File: config.mk
export PLATFORM = sky130hd
export DESIGN_NAME = serial_reg_port
export DESIGN_NICKNAME = d
export VERILOG_FILES = /design/src/rtl/serial_reg_port.sv
export SDC_FILE = /design/constraint.sdc
export NUM_CORES = 1
export LEC_CHECK = 0
export BUFFER_PORTS_ARGS = -buffer_cell sky130_fd_sc_hd__buf_2
export CORE_AREA = 5 5 144 146
export CTS_CLUSTER_DIAMETER = 150
export CTS_CLUSTER_SIZE = 24
export DETAILED_ROUTE_END_ITERATION = 16
export DIE_AREA = 0 0 149 151
export HOLD_SLACK_MARGIN = 0.05
export PLACE_DENSITY = 0.76
export SETUP_SLACK_MARGIN = 0.15
export SLEW_MARGIN = 20
export SYNTH_ARGS = -nofsm -noshare
export SYNTH_HDL_FRONTEND = slang
export SYNTH_SLANG_ARGS = --single-unit
File: constraint.sdc
create_clock -name clk -period 3.3 [get_ports clk]
set_input_delay 0.495 -clock clk [delete_from_list [all_inputs] [get_ports clk]]
set_output_delay 0.495 -clock clk [all_outputs]
set_load 0.03 [all_outputs]
File: src/rtl/serial_reg_port.sv
module serial_reg_port #(
  parameter int ADDR_W    = 7,
  parameter int DATA_W    = 8,
  parameter int LAST_ADDR = 22,
  parameter int MODE_ADDR = 20,
  parameter int MODE_BIT  = 0
) (
  input  logic clk,
  input  logic rst_n,
  input  logic sel_n,
  input  logic sck,
  input  logic sdio_in,
  output logic sdio_out,
  output logic sdio_oe,
  output logic sdo_out,
  output logic sdo_oe
);

  localparam int FRAME_W = ADDR_W + 1 + DATA_W;
  localparam int CNT_W   = $clog2(FRAME_W + 1);
  localparam int NREG    = LAST_ADDR + 1;
  localparam logic [CNT_W-1:0]  C_DIR  = CNT_W'(ADDR_W);
  localparam logic [CNT_W-1:0]  C_DAT0 = CNT_W'(ADDR_W + 1);
  localparam logic [CNT_W-1:0]  C_LAST = CNT_W'(FRAME_W - 1);
  localparam logic [CNT_W-1:0]  C_FULL = CNT_W'(FRAME_W);
  localparam logic [ADDR_W-1:0] TOP_A  = LAST_ADDR[ADDR_W-1:0];

  logic                sck_q;
  logic [CNT_W-1:0]    cnt;
  logic [FRAME_W-2:0]  sh;
  logic                rd_act, rd_alt;
  logic [DATA_W-1:0]   rd_sh;
  logic                sdio_q, sdio_oe_q, sdo_q, sdo_oe_q;
  logic [DATA_W-1:0]   regs [NREG];

  wire rise = sck & ~sck_q;
  wire fall = ~sck & sck_q;

  wire [ADDR_W-1:0] hdr_addr = sh[ADDR_W-1:0];
  wire [ADDR_W-1:0] wr_addr  = sh[FRAME_W-2 -: ADDR_W];
  wire              wr_dir   = sh[DATA_W-1];
  wire [DATA_W-1:0] wr_data  = {sh[DATA_W-2:0], sdio_in};
  wire [DATA_W-1:0] rd_word  = (hdr_addr <= TOP_A) ? regs[hdr_addr] : '0;
  wire              mode     = regs[MODE_ADDR][MODE_BIT];
  wire              wr_go    = ~sel_n & rise & (cnt == C_LAST) & wr_dir & (wr_addr <= TOP_A);

  always_ff @(posedge clk or negedge rst_n) begin
    if (!rst_n) begin
      for (int i = 0; i < NREG; i++) regs[i] <= '0;
    end else if (wr_go) begin
      regs[wr_addr] <= wr_data;
    end
  end

  always_ff @(posedge clk or negedge rst_n) begin
    if (!rst_n) begin
      sck_q <= 1'b0; cnt <= '0; sh <= '0;
      rd_act <= 1'b0; rd_alt <= 1'b0; rd_sh <= '0;
      sdio_q <= 1'b0; sdio_oe_q <= 1'b0; sdo_q <= 1'b0; sdo_oe_q <= 1'b0;
    end else begin
      sck_q <= sck;
      if (sel_n) begin
        cnt <= '0; rd_act <= 1'b0;
        sdio_q <= 1'b0; sdio_oe_q <= 1'b0; sdo_q <= 1'b0; sdo_oe_q <= 1'b0;
      end else if (rise && cnt != C_FULL) begin
        cnt <= cnt + 1'b1;
        sh  <= {sh[FRAME_W-3:0], sdio_in};
        if (cnt == C_DIR && !sdio_in) begin
          rd_act <= 1'b1;
          rd_alt <= mode;
          if (mode) begin
            sdo_oe_q <= 1'b1;
            sdo_q    <= rd_word[DATA_W-1];
            rd_sh    <= {rd_word[DATA_W-2:0], 1'b0};
          end else begin
            rd_sh    <= rd_word;
          end
        end else if (rd_act && rd_alt && cnt < C_LAST) begin
          sdo_q <= rd_sh[DATA_W-1];
          rd_sh <= {rd_sh[DATA_W-2:0], 1'b0};
        end
      end else if (fall && rd_act && !rd_alt && cnt >= C_DAT0 && cnt != C_FULL) begin
        sdio_oe_q <= 1'b1;
        sdio_q    <= rd_sh[DATA_W-1];
        rd_sh     <= {rd_sh[DATA_W-2:0], 1'b0};
      end
    end
  end

  assign sdio_oe  = sdio_oe_q & ~sel_n & rst_n;
  assign sdo_oe   = sdo_oe_q & ~sel_n & rst_n;
  assign sdio_out = sdio_q & sdio_oe;
  assign sdo_out  = sdo_q & sdo_oe;

  assert_one_line_R8: assert property (@(posedge clk) disable iff (!rst_n)
    !(sdio_oe_q && sdo_oe_q));
  assert_idle_quiet_R8: assert property (@(posedge clk) disable iff (!rst_n)
    sel_n |=> (!sdio_oe_q && !sdo_oe_q && cnt == '0));
  assert_no_early_sdo_R7: assert property (@(posedge clk) disable iff (!rst_n)
    sdo_oe_q |-> cnt > C_DIR);
  assert_sdio_on_fall_R6: assert property (@(posedge clk) disable iff (!rst_n)
    (sdio_oe_q && $past(sdio_oe_q) && sdio_q != $past(sdio_q)) |-> $past(fall));
  assert_sdo_on_rise_R7: assert property (@(posedge clk) disable iff (!rst_n)
    (sdo_oe_q && $past(sdo_oe_q) && sdo_q != $past(sdo_q)) |-> $past(rise));
  assert_mode_reg_frozen_R3: assert property (@(posedge clk) disable iff (!rst_n)
    !$stable(regs[MODE_ADDR]) |-> ($past(cnt) == C_LAST && !$past(sel_n)));

endmodule

==> impl_metrics.toml <==
[synthesis]
syn-cell-area_um2 = 10300
ys.flop_type = "dfrtp_1"
ys_seq_elements = 219
async_reset_ff_frac = 1.00
ys_seq_area_frac = 0.529
synth_top_area_cell = "dfrtp_1"
synth_nets = 803
synth_warnings = 0
postSynthCellCount = 795
synth.avg_cell_area_um2 = 13.0
yosysMostFrequentCell = "mux2_2"
synthTopCellsByArea = "dfrtp_1, mux2_2, mux4_2"
synth_cell_types = 51
netlist_top_cells_count = "mux2_2, dfrtp_1, clkbuf_1"
synth_edf_count = 0
synth_top_area_frac = 0.529

[critical_path]
critical_path_arrival_ns = 3.30
r2r-start = "cnt[0]"
worstRegToRegCells = 8
worstSetupEndpointType = "flop"
r2r-end = "regs[183]"
start_kind = "flop"
cp_data_required_time_ns = 3.66
critPathMaxFanout = 8
r2r_slack_ns = 0.36
critPathKind = "reg2reg"

[sta]
max_freq_ghz = 0.340
fin_crit_ns = 2.94
rsz0062_at_grt = "false"
final-setup-viol-count = 0
finalClockSkew_ns = 0.0221
fin_tns_setup_ns = 0
drv_slew = 0
period_share = 0.891
hold_violations = 0
whs_ns = 0.189
slew_headroom = 0.413
worst_slew_pin_slew_ns = 0.880

[grt]
grt_first_pass_wirelength_mm = 38.1
grt_pass1_vias = 6849
overflow = 0
grtUsageTotal = 0.212
grt_max_degree = 126
antenna_found_initial = 0

[clocking]
cts_root_buf = "clkbuf_16"
path_clk_slew_ns = 0.09
clock_latency_ns = 0.47
cts_resized = 0
numCtsBuffers = 13
cts_htree_levels = 1
cts.sinks = 219
clockBufferDepth = 3
cts_tree = "built"

[layout]
seq_area_um2 = 5490
diodes = 0
finish.utilization = 0.580
multi_input_area_um2 = 4590
n_fill_cell = 1529
area_growth_pct = 8.00
drive_above_1_share = 0.394
final_nets = 807

[placed_design]
port_buffers = 8
hpwl_mm = 15.3
place_congestion = 0.841

[floorplan]
core-area_um2 = 19300
die_area_um2 = 22500
initial_core_util = 0.537
die_h_um = 151
ioPinCount = 9
rows = 51
die_w_um = 149

[status]
run_status = "finished, final reports clean"

[pwr]
cellLeakagePower_nw = 5.34
power_w = 0.00572
power.density_nw_per_um2 = 512
vdd_ir_drop_max_uv = 364

[flow_run]
drv_cap = 0

[detailed_routing]
wl_mm = 22.9
num_vias = 6448
remaining_drc_errors = 0
drt-initial-drc-count = 538
firstDrtPassIters = 5
wire_per_inst_um = 21.5
ant_nets = 0
viasPerCell = 6.06

[worst_hold_path]
hp-start = "sck"
min_to = "sck_q"
hold_class = "in2reg"
min_delay_path_depth = 1
metal layers:
layer  wire length [um]  global-route usage
met1              10100               0.301
met2              11200               0.354
met5                  0                   0
met4                484              0.0535
met3               1120              0.0236
cells by family after synthesis:
family	share of synthesized area
mux	0.294
flops	0.529
simple gates	0.0812
compound gates	0.0623
buf+inv	0.0266
xor+xnor	0.00254
fa+ha+maj	0.00363
worst max path at each step:
stage	start	end	depth (start not counted)	slack, ns
floorplan	cnt[0]	regs[176]	9	0.77
global placement	cnt[0]	regs[176]	8	0.50
detailed placement	cnt[0]	regs[177]	8	0.39
CTS	cnt[0]	regs[183]	8	0.37
global route	cnt[0]	regs[182]	8	0.19
finish	cnt[0]	regs[183]	8	0.36
cell usage in the layout, fill, tap and decap left out, types with 2 or more instances in the layout:
| cell type | count |
|---|---|
| or3_1 | 2 |
| a2111oi_0 | 7 |
| nand2b_1 | 10 |
| nor3_1 | 22 |
| a21oi_1 | 5 |
| nand4_1 | 3 |
| dfrtp_1 | 217 |
| mux4_2 | 14 |
| mux2i_1 | 14 |
| o22ai_1 | 17 |
| nor3b_1 | 6 |
| mux2_2 | 230 |
| and3_1 | 2 |
| nor2_1 | 18 |
| buf_2 | 7 |
| o21ai_0 | 15 |
| a22oi_1 | 3 |
| a221oi_1 | 3 |
| or3b_2 | 2 |
| buf_4 | 32 |
| xor2_1 | 2 |
| ha_1 | 3 |
| nor2b_1 | 26 |
| nand2_1 | 32 |
| nor4_1 | 8 |
| and2_1 | 2 |
| or2_2 | 2 |
| nor2_2 | 6 |
| buf_12 | 3 |
| o31ai_1 | 11 |
| a211oi_1 | 17 |
| inv_1 | 12 |
| nand3_1 | 4 |
| a41oi_1 | 7 |
| clkbuf_16 | 13 |
registers in the layout (all words and copies together), names as in the netlist:
signal	flops
regs	183
sh	15
rd_sh	8
cnt	5
mode	1
rd_act	1
rd_alt	1
sck_q	1
sdio_oe_q	1
sdio_q	1
sdo_oe_q	1
sdo_q	1
where the power goes:
part / internal (W) / leakage, nW / switching (W)
sequential: 0.00274 / 3.03 / 0.000235
combinational: 0.000403 / 2.13 / 0.000738
clock: 0.000733 / 0.173 / 0.000869
critical path, cell delays in order (launching register included):
cell and delay [ns]:
dfrtp_1 0.44, ha_1 0.24, and3_1 0.18, ha_1 0.13
and4b_1 0.20, o211ai_1 0.21, or3_1 0.55, nor4_4 0.47
mux2_2 0.41
layout make-up:
class | count | share of cell area
Multi-Input combinational cell | 508 | 0.411
Inverter | 13 | 0.00437
Tap cell | 265 | 0.0297
Sequential cell | 219 | 0.491
Clock buffer | 14 | 0.0294
Clock inverter | 1 | 0.00269
Timing Repair Buffer | 44 | 0.0321
per-stage QoR:
step                instances  area [um^2]  worst slack, ns
floorplan                 795        10300            0.768
global placement         1048        10800            0.504
detailed placement       1048        10800            0.389
CTS                      1064        11200            0.368
global route             1064        11200            0.185
finish                   1064        11200            0.359
what timing repair did:
item	4_1_cts	5_1_grt
endpoints found under the hold margin	58	0
buffers inserted	0	0
hold buffers	1	0
Note: power is estimated with default switching activity, not from simulation.
